`src/rtl/chained_delay_gen.sv`:
```
module chained_delay_gen #(
  parameter int NCH = 4,
  parameter int TW  = 16
) (
  input  logic                    clk,
  input  logic                    rst_n,
  input  logic                    wr_en,
  input  logic [$clog2(NCH)-1:0]  wr_ch,
  input  logic [1:0]              wr_sel,
  input  logic [TW:0]             wr_data,
  input  logic                    t0,
  output logic [NCH-1:0]          ch_out,
  output logic [NCH-1:0]          cfg_err,
  output logic [NCH-1:0]          clamp_warn,
  output logic                    busy
);
  localparam int CW  = $clog2(NCH);
  localparam int RFW = $clog2(NCH + 1);
  localparam int RW  = TW + CW + 2;
  localparam int IW  = $clog2(NCH + 1);
  localparam logic [TW-1:0] MAXT = '1;

  logic [RFW-1:0]        ref_q  [NCH];
  logic signed [TW:0]    off_q  [NCH];
  logic [TW-1:0]         wid_q  [NCH];
  logic signed [RW-1:0]  raw_q  [NCH];
  logic signed [RW-1:0]  raw_n  [NCH];
  logic [CW-1:0]         ridx   [NCH];
  logic [TW-1:0]         fire_n [NCH];
  logic [TW-1:0]         fire_q [NCH];
  logic [TW-1:0]         wact_q [NCH];
  logic [NCH-1:0]        ok_q, ok_n, en_q, err_q, warn_q;
  logic [IW-1:0]         iter_q;
  logic [TW-1:0]         cnt_q;
  logic                  run_q;

  assign busy       = iter_q != '0;
  assign cfg_err    = err_q;
  assign clamp_warn = warn_q;

  // One relaxation step: each channel takes its reference's previous sum.
  always_comb begin
    for (int i = 0; i < NCH; i++) begin
      ridx[i]  = CW'(ref_q[i] - 1'b1);
      raw_n[i] = $signed({{(RW-TW-1){off_q[i][TW]}}, off_q[i]});
      ok_n[i]  = 1'b0;
      if (ref_q[i] == '0) begin
        ok_n[i] = 1'b1;
      end else if (int'(ref_q[i]) <= NCH) begin
        raw_n[i] = raw_n[i] + raw_q[ridx[i]];
        ok_n[i]  = ok_q[ridx[i]];
      end
      if (raw_n[i] < 0)
        fire_n[i] = '0;
      else if (raw_n[i] > $signed(RW'(MAXT)))
        fire_n[i] = MAXT;
      else
        fire_n[i] = raw_n[i][TW-1:0];
    end
  end

  always_ff @(posedge clk or negedge rst_n) begin
    if (!rst_n) begin
      iter_q <= '0;
      ok_q   <= '0;
      en_q   <= '0;
      err_q  <= '0;
      warn_q <= '0;
      for (int i = 0; i < NCH; i++) begin
        ref_q[i]  <= '0;
        off_q[i]  <= '0;
        wid_q[i]  <= '0;
        raw_q[i]  <= '0;
        fire_q[i] <= '0;
        wact_q[i] <= '0;
      end
    end else if (wr_en && wr_sel != 2'd3) begin
      case (wr_sel)
        2'd0:    ref_q[wr_ch] <= wr_data[RFW-1:0];
        2'd1:    off_q[wr_ch] <= wr_data;
        default: wid_q[wr_ch] <= wr_data[TW-1:0];
      endcase
      iter_q <= IW'(NCH);
      ok_q   <= '0;
    end else if (iter_q != '0) begin
      raw_q  <= raw_n;
      ok_q   <= ok_n;
      iter_q <= iter_q - 1'b1;
      if (iter_q == IW'(1)) begin
        for (int i = 0; i < NCH; i++) begin
          en_q[i]   <= ok_n[i];
          err_q[i]  <= !ok_n[i];
          fire_q[i] <= fire_n[i];
          wact_q[i] <= wid_q[i];
          if (ok_n[i] && raw_n[i] < 0) warn_q[i] <= 1'b1;
        end
      end
    end
  end

  always_ff @(posedge clk or negedge rst_n) begin
    if (!rst_n) begin
      cnt_q <= '0;
      run_q <= 1'b0;
    end else if (t0) begin
      cnt_q <= '0;
      run_q <= 1'b1;
    end else if (run_q) begin
      if (cnt_q == MAXT) run_q <= 1'b0;
      else               cnt_q <= cnt_q + 1'b1;
    end
  end

  always_comb begin
    for (int i = 0; i < NCH; i++)
      ch_out[i] = run_q && en_q[i] && cnt_q >= fire_q[i] &&
                  ({1'b0, cnt_q} < {1'b0, fire_q[i]} + {1'b0, wact_q[i]});
  end
endmodule

```
`config.mk`:
```
export PLATFORM = sky130hd
export DESIGN_NAME = chained_delay_gen
export DESIGN_NICKNAME = d
export VERILOG_FILES = /design/src/rtl/chained_delay_gen.sv
export SDC_FILE = /design/constraint.sdc
export NUM_CORES = 1
export LEC_CHECK = 0
export BUFFER_PORTS_ARGS = -buffer_cell sky130_fd_sc_hd__buf_2
export CORE_ASPECT_RATIO = 1.2
export CORE_MARGIN = 5
export CORE_UTILIZATION = 45
export CTS_CLUSTER_DIAMETER = 50
export DETAILED_ROUTE_END_ITERATION = 12
export PLACE_DENSITY = 0.69
export RECOVER_POWER = 100
export SLEW_MARGIN = 25
export SYNTH_ARGS = -nofsm -noshare
export SYNTH_HDL_FRONTEND = slang
export SYNTH_SLANG_ARGS = --single-unit
export TNS_END_PERCENT = 30
```
`constraint.sdc`:
```
create_clock -name clk -period 5.6 [get_ports clk]
set_input_delay 0.84 -clock clk [delete_from_list [all_inputs] [get_ports clk]]
set_output_delay 0.84 -clock clk [all_outputs]
set_load 0.02 [all_outputs]
```
== Word level (Yosys, flattened, before mapping) ==
Index checks and enable logic that the tools add are counted.

* Add/subtract/negate cells: 14
* $lt $le $gt $ge: 30
* Equal/unequal tests: 5
* Mux-type cells: 63
* Bitwise logic cells: 7
* Reductions and logical operators: 41

{| class="wikitable"
|+ Operator list
! kind !! count
|-
| $mux W20 || 16
|-
| $mux W16 || 12
|-
| $bmux W20 S2 || 4
|-
| $add A17 B20 Y20 || 4
|-
| $gt A20 B17 Y1 const B || 4
|-
| $lt A20 B1 Y1 const B || 4
|-
| $add A16 B16 Y17 || 4
|-
| $bwmux W68 || 1
|-
| $lt A16 B17 Y1 || 4
|-
| $bwmux W64 || 1
|-
| $ge A16 B16 Y1 || 4
|-
| $demux W17 S2 || 1
|-
| $demux W16 S2 || 1
|-
| $logic_and A1 B1 Y1 || 18
|-
| $mux W17 || 1
|-
| $add A16 B1 Y16 const B || 1
|-
| $eq A16 B16 Y1 const B || 1
|-
| $reduce_and A4 Y1 || 4
|-
| $ge A3 B3 Y1 const B || 5
|-
| $mux W1 || 15
|-
| $not A2 Y3 || 5
|-
| $bwmux W12 || 1
|-
| $le A3 B3 Y1 const B || 4
|-
| $logic_not A3 Y1 || 4
|-
| other kinds (19) || 41
|}

* Register bits: 388
* Logic and storage cells: 194

== Logic depth before layout (Yosys ltp) ==
Gate-level depths: netlist of run 1.

* Depth after elaboration: 11
* Depth in mapped cells: 20
* Depth with buffers taken out: 20

== Worst setup path after synthesis of run 1 ==
Ideal clock, no wire load.

* Path kind: reg-to-reg
* From: register ref_q[9] (netlist name)
* To: register fire_q[58] (netlist name)
* Data arrival time: 5.071 ns
* Data required time: 5.477 ns
* Path slack: 0.406 ns
* Cell stages (with the launch flop): 20
* Cells stage by stage: dfrtp_1 > clkbuf_1 > buf_1 > inv_1 > ha_1 > buf_1 > clkbuf_1 > mux4_2 > ha_1 > nor2b_1 > o31a_1 > a21oi_2 > a31oi_2 > a211o_1 > a311o_1 > a21oi_2 > xor2_2 > a41oi_4 > buf_6 > o221a_1

* Longest elaborated chain between the ends: 11
* Elaborated cells on any way between the ends: 14
* Classes of those cells: add/sub: 2; order compare: 3; mux: 7; bitwise: 1; reduce/logical: 1

{| class="wikitable"
|+ Ends and longest elaborated chain
! item !! RTL line !! RTL
|-
| from (decl) || 23 || <nowiki>logic [RFW-1:0] ref_q [NCH];</nowiki>
|-
| from (signal, indexed assignment) || 79 || <nowiki>2'd0: ref_q[wr_ch] <= wr_data[RFW-1:0];</nowiki>
|-
| $sub A2 B1 Y2 || 44 || <nowiki>ridx[i] = CW'(ref_q[i] - 1'b1);</nowiki>
|-
| $not A2 Y3 (not written as such) || 50 || <nowiki>raw_n[i] = raw_n[i] + raw_q[ridx[i]];</nowiki>
|-
| $bmux W20 S2 || 50 ||
|-
| $mux W20 (not written as such) (2 in series) || 50 ||
|-
| $add A17 B20 Y20 || 50 ||
|-
| $mux W20 || 49 || <nowiki>end else if (int'(ref_q[i]) <= NCH) begin</nowiki>
|-
| $mux W20 * || 47 || <nowiki>if (ref_q[i] == '0) begin</nowiki>
|-
| $gt A20 B17 Y1 || 55 || <nowiki>else if (raw_n[i] > $signed(RW'(MAXT)))</nowiki>
|-
| $mux W16 || 55 ||
|-
| $mux W16 * || 53 || <nowiki>if (raw_n[i] < 0)</nowiki>
|-
| to (signal, indexed assignment) || 93 || <nowiki>fire_q[i] <= fire_n[i];</nowiki>
|-
| to (decl) || 30 || <nowiki>logic [TW-1:0] fire_q [NCH];</nowiki>
|}

Mark *: on every way between the ends. The rest lies on a longest branch, timed or not. The select of a mux whose other input is x is not followed.
A chain may end at the register's enable or synchronous reset.

== Worst setup path in the final report of run 1 ==
* From: register wact_q[32] (netlist name)
* To: output port ch_out[1]

* Longest elaborated chain between the ends: 3

{| class="wikitable"
|+ Ends and longest elaborated chain
! item !! RTL line !! RTL
|-
| from (decl) || 31 || <nowiki>logic [TW-1:0] wact_q [NCH];</nowiki>
|-
| from (signal, indexed assignment) || 94 || <nowiki>wact_q[i] <= wid_q[i];</nowiki>
|-
| $add A16 B16 Y17 || 117 || <nowiki>({1'b0, cnt_q} < {1'b0, fire_q[i]} + {1'b0, wact_q[i]});</nowiki>
|-
| $lt A16 B17 Y1 || 117 ||
|-
| $logic_and A1 B1 Y1 || 116 || <nowiki>ch_out[i] = run_q && en_q[i] && cnt_q >= fire_q[i] &&</nowiki>
|-
| to (decl) || 12 || <nowiki>output logic [NCH-1:0] ch_out,</nowiki>
|}

No other way between the ends.

==> out/qor.yml, run 1 <==
status: "finished, violations left"
violations: "max-capacitance violations, max-slew violations"
drc: 0
rr_startpoint: "ref_q[1]$_DFFE_PN0P_"
yosys-top-cells-area: "dfrtp_1 (37%), ha_1 (13%), mux4_2 (7.2%)"
ios: 38
rrSetupSlack_ps: 190
final_cell_mix: "nand2_1 (421), dfrtp_1 (388), ha_1 (270)"
ff_latch_area_um2: 9710
syn_nets: 2939
syn_area_um2: 26300
multi_input_area_um2: 16000
power.total_uw: 18600
clock-sinks: 388
end_kind: "output pin"
holdPathEnd: "clamp_warn[3]$_DFFE_PN0P_"
ant_nets: 0
vias: 21400
cts_hold_buf: 0
cap_violations: 9
first_iter_violations: 1825
clock-root-buffer: "clkbuf_16"
synth_top_area_cell: "dfrtp_1"
fp.dieH_um: 275
num_rows: 97
overflow: 0
r2r-end: "fire_q[1]$_DFFE_PN0P_"
hold_violations: 0
core_area_um2: 58300
ys_types: 76
clk_pin_slew_ps: 60
yosys_register_bits: 388
grt_pass1_wl_um: 126000
ys.flop_type: "dfrtp_1"
worstHoldStart: "clamp_warn[3]$_DFFE_PN0P_"
slew_headroom: -0.902
period_needed_ps: 5410
worst_pin_slew_ps: 2850
reg2regPathDepth: 17
fillers: 5241
p_leak_uw: 0.0143
drt_wl_total_um: 82100
async_flop_share: 1.00
whs_path_depth: 1
vdd.ir_drop.worst_mv: 0.288
rsz0062_at_grt: "yes"
drt-pass1-iter-count: 5
final_layout_size_suffix_gt1_frac: 0.166
finalCritPeriodShare: 0.967
critPathMaxFanout: 3
insertion_delay_ps: 620
min_path_type: "flop to flop"
worstSetupPathType: "flop to output pin"
htreeDepth: 2
yosysSeqAreaShare: 0.368
synth_edf_count: 0
arrival_ps: 4570
layout_commonest_cell: "nand2_1"
globalplace.congestion: 1.03
area_growth_pct: 11.4
antenna_found_initial: 1
start_util: 0.452
grt_usage: 0.255
fmax_ghz: 0.185
cts_tree: "yes"
synth_cells: 2634
avgSynthCellArea_um2: 10.0
startpoint_type: "flop"
powerDensity_nw_per_um2: 632
synth_warnings: 0
skew_ps: 12.5
antenna_cells: 0
instances_no_fill: 3467
clk_path_buf_depth: 3
dp_hpwl_um: 59600
die-area_um2: 63500
final_nets: 2990
grt_max_degree: 132
numCtsBuffers: 51
fin_setup_tns_ps: 0
routedWlPerCell_um: 23.7
crit_required_ps: 4760
fin_util: 0.504
vias_per_cell: 6.16
io_buffers: 37
die_x_um: 231
netlist.area_leader.share: 0.368
grt_pass1_vias: 21600
dpl.cell_count: 3363
setup_viol: 0
drv_slew: 432
[area by class of cell]
| type | count | share of cell area |
|---|---|---|
| clock buffers | 63 | 0.0474 |
| inverters | 126 | 0.0161 |
| well taps | 742 | 0.0316 |
| multi-input cells | 2024 | 0.544 |
| repair buffers | 94 | 0.0189 |
| flip-flops and latches | 388 | 0.331 |
| clock inverters | 30 | 0.0111 |
[timing repair]
item                                    in CTS  in global routing
endpoints found under the setup margin       3                  4
pin swaps                                    5                 23
resized for setup                            9                 29
buffers inserted                             3                  7
cloned                                       0                  0
[layer usage]
metal / wire (um) / global-route usage / vias up
met1: 32800 / 0.323 / 10600
met4: 5000 / 0.124 / 0
met5: 0 / 0 / -
met2: 39200 / 0.431 / 834
met3: 5150 / 0.0384 / 265
li1: - / - / 9658
[cell families (layout without fill, tap and decap cells)]
group / after synthesis / after routing / synth area share
AO/OA/AOI/OAI: 636 / 636 / 0.160
XOR/XNOR: 125 / 125 / 0.0418
adder cells (fa/ha/maj): 284 / 284 / 0.137
buffers and inverters: 222 / 313 / 0.0322
flip-flops: 388 / 388 / 0.368
multiplexers: 243 / 243 / 0.139
AND/OR/NAND/NOR: 736 / 736 / 0.121
[synthesized netlist by cell type, types with 18 or more instances]
library cell	instances
nor2_1	131
xor2_1	50
a21o_1	97
o21ai_0	150
o21a_1	28
a31oi_1	20
buf_1	22
mux2_2	150
and3_1	18
inv_1	125
a21oi_1	140
o21bai_1	20
mux4_2	84
a211oi_1	34
nand2_1	421
xnor2_1	74
nand2b_1	31
nand3_1	24
dfrtp_1	388
clkbuf_1	70
nor3_1	30
ha_1	272
[how the worst max path moves through the flow]
stage	from	cells past startpoint	end	slack, ps
2_1_floorplan	ref_q[9]$_DFFE_PN0P_	19	fire_q[58]$_DFFE_PN0P_	410
3_3_place_gp	fire_q[32]$_DFFE_PN0P_	21	ch_out[1]	440
3_5_place_dp	fire_q[32]$_DFFE_PN0P_	21	ch_out[1]	440
4_1_cts	fire_q[0]$_DFFE_PN0P_	19	ch_out[3]	8
5_1_grt	fire_q[16]$_DFFE_PN0P_	19	ch_out[2]	-50
6_report	wact_q[32]$_DFFE_PN0P_	19	ch_out[1]	190
[metrics by stage]
stage	hold WS [ps]	instance area [um2]	worst slack [ps]
floorplan	433	26300	406
global placement	439	27500	444
detailed placement	449	27600	437
CTS	371	29300	7.91
global route	485	29400	-54.7
finish	459	29400	187
[power by group]
group          switching, uW  internal (uW)  total [uW]  leakage [uW]
Clock                   1390           1930        3320      0.000834
Sequential               982           3780        4760       0.00484
Combinational           5970           4500       10500       0.00859
[worst max-delay path, cell delays in order, from the launching register on]
cell	delay (ps)
dfrtp_1	390
ha_2	210
fa_2	350
a21o_1	170
a21oi_2	150
o21ai_1	70
a21oi_1	140
buf_4	170
o21bai_2	70
a41o_1	220
o41a_1	430
xnor2_1	150
ha_1	290
nor2b_1	130
o21ai_1	120
nand2b_1	90
a211oi_2	220
o31ai_1	110
a311oi_2	290
buf_4	200
[state kept, by name, summed over array words and instances, names as in the netlist]
register,flops
off_q,68
run_q,1
fire_q,64
wact_q,64
clamp_warn,4
en_q,4
raw_q,80
cnt_q,16
cfg_err,4
ok_q,4
wid_q,64
ref_q,12
iter_q,3
No activity file was read; power rests on OpenSTA's default activity.
==> inputs of run 2 (changes only) <==
- BUFFER_PORTS_ARGS: -buffer_cell sky130_fd_sc_hd__buf_2 -> -buffer_cell sky130_fd_sc_hd__buf_4
- TNS_END_PERCENT: 30 -> unset
==> out/qor.yml, run 2 (same netlist as run 1, synthesis figures left out) <==
grt_pass1_wl_um: 125000  # -1.0%
status: "finished, violations left"
path_cells: "inv_1 -> ha_1 -> clkbuf_1 -> mux4_2 -> ha_1 -> a211oi_1 -> nor2_1 -> o311ai_0 -> clkbuf_2 -> a31oi_1 -> o21ai_0 -> mux2i_1 -> nand2_1 -> xnor2_1 -> nor2_1 -> clkbuf_2 -> a221oi_1"
clock-root-buffer: "clkbuf_16"
clk_pin_slew_ps: 60  # about the same
period_needed_ps: 5520  # +110 ps
drt_wl_total_um: 81500  # -0.84%
slew_headroom: -0.971  # -0.0689
antenna_found_initial: 7  # +6
swShare: 0.446  # -0.00359
critPathTopFamily: "compound AO/OA/AOI/OAI gates"
cpMaxStageDelayCell: "ha_1"
arrival_ps: 5980  # +1410 ps
fp.dieH_um: 275  # unchanged
largest-register: "raw_q"
insertion_delay_ps: 620  # about the same
min_path_type: "flop to flop"
routedWlPerCell_um: 23.4  # -1.1%
rr_startpoint: "ref_q[0]$_DFFE_PN0P_"
num_rows: 97  # unchanged
fmax_ghz: 0.181  # -2.0%
cap_violations: 10  # +1
power.share.sequential: 0.250  # -0.006
p_comb_frac: 0.563  # about the same
start_util: 0.452  # unchanged
crit_required_ps: 6050  # +1290 ps
ios: 38  # unchanged
worst_pin_slew_ps: 2960  # +103 ps
grt_max_degree: 131  # -0.76%
io_buffers: 37  # unchanged
skew_ps: 29.6  # +17.1 ps
slowest_delay_ps: 630  # +200 ps
clock-sinks: 388  # unchanged
cts_hold_buf: 0  # unchanged
rsz0062_at_grt: "yes"
vias: 21400  # +0.39%
final_cell_mix: "nand2_1 (421), dfrtp_1 (388), ha_1 (270)"
drt-pass1-iter-count: 7  # +2
numCtsBuffers: 51  # unchanged
dp_hpwl_um: 59300  # -0.41%
die_x_um: 231  # unchanged
hold_violations: 0  # unchanged
overflow: 0  # unchanged
cp.buffers_inverters: 4  # +2
powerDensity_nw_per_um2: 637  # +0.79%
clk_path_buf_depth: 3  # unchanged
fin_setup_tns_ps: 0  # unchanged
intPower_uw: 10500  # +2.3%
die-area_um2: 63500  # unchanged
critPathMaxFanout: 13  # +10
htreeDepth: 2  # unchanged
layout_commonest_cell: "nand2_1"
startpoint_type: "flop"
core_area_um2: 58300  # unchanged
worstSetupPathType: "flop to flop"
drc: 0  # unchanged
violations: "max-capacitance violations, max-slew violations"
critPathLaunch: "ref_q[0]$_DFFE_PN0P_"
p_sw_uw: 8420  # +0.86%
grt_usage: 0.253  # -0.00243
largest_reg_flops: 80  # unchanged
p_leak_uw: 0.0144  # +0.92%
finalCritPeriodShare: 0.986  # +0.0197
vdd.ir_drop.worst_mv: 0.340  # +18%
worstHoldStart: "clamp_warn[3]$_DFFE_PN0P_"
area_growth_pct: 12.4
globalplace.congestion: 1.01  # -2.3%
setup_viol: 0  # unchanged
grt_pass1_vias: 21400  # -1.1%
end_kind: "flop"
clockPowerShare: 0.187  # +0.008
drv_slew: 518  # +20%
first_iter_violations: 1707  # -6.5%
top_regs: "raw_q: 80 flops, off_q: 68 flops"
cts_tree: "yes"
hold_slack_ps: 460  # +1.40 ps
ant_nets: 0  # unchanged
vias_per_cell: 6.17  # +0.13%
final_nets: 2994  # +0.13%
final_layout_size_suffix_gt1_frac: 0.171  # +0.00470
==> run 2: changes by cell type in the layout (fill, tap and decap cells not counted), sizes merged <==
cell	before	now
clkbuf	94	101
inv	131	137
buf	63	59
diode	0	2
clkinvlp	5	3
clkinv	17	14
bufinv	3	6
==> run 2: final timing paths <==
| path | end | slack [ps] | cells past startpoint |
|---|---|---|---|
| hold / removal | clamp_warn[3]$_DFFE_PN0P_ | 460 | 1 |
| min in group asynchronous | fire_q[24]$_DFFE_PN0P_ | 1030 | 1 |
| max in group asynchronous | off_q[33]$_DFFE_PN0P_ | 1470 | 2 |
| setup reg to reg | fire_q[11]$_DFFE_PN0P_ | 80 | 17 |
| hold reg to reg | clamp_warn[3]$_DFFE_PN0P_ | 460 | 1 |
| setup / recovery | fire_q[11]$_DFFE_PN0P_ | 80 | 17 |
==> run 2: repair_timing <==
action	CTS	global route
gates resized for setup	10	35
setup buffers	2	10
pin swaps	6	29
endpoints found under the setup margin	3	4
hold endpoints to repair	0	0
==> run 2: metrics by stage <==
step	instance area, um2	utilization	worst slack (ps)	total power (uW)	instances
after global placement	27600	0.474	428	14500	3363
final	29600	0.508	76.5	18900	3476
after detailed placement	27700	0.475	404	15000	3364
after global routing	29600	0.508	-55.1	20100	3475
after CTS	29500	0.507	6.00	18600	3462
after floorplan	26300	-	406	11900	2634
==> run 2: routing by layer <==
| metal | up-vias | part of all wire | global-route usage |
|---|---|---|---|
| met5 | - | 0.00016 | 0 |
| met4 | 2 | 0.077 | 0.150 |
| met2 | 785 | 0.47 | 0.416 |
| met3 | 280 | 0.068 | 0.0436 |
| met1 | 10700 | 0.39 | 0.314 |
| li1 | 9693 | - | - |
==> run 2: final cells by class <==
type | count | area, um2
fillers | 5167 | 28600
multi-input cells | 2024 | 16000
flip-flops and latches | 388 | 9710
clock buffers | 62 | 1430
well taps | 742 | 928
repair buffers | 98 | 653
inverters | 126 | 473
clock inverters | 34 | 403
diodes | 2 | 5.00
==> run 2: power groups by stage <==
stage / clock network [uW] / registers, uW / logic, uW
after global routing: 3690 / 4820 / 11600
after detailed placement: 0 / 4720 / 10300
final: 3540 / 4710 / 10600
after global placement: 0 / 4660 / 9870
after CTS: 3570 / 4680 / 10400
after floorplan: 0 / 4410 / 7450
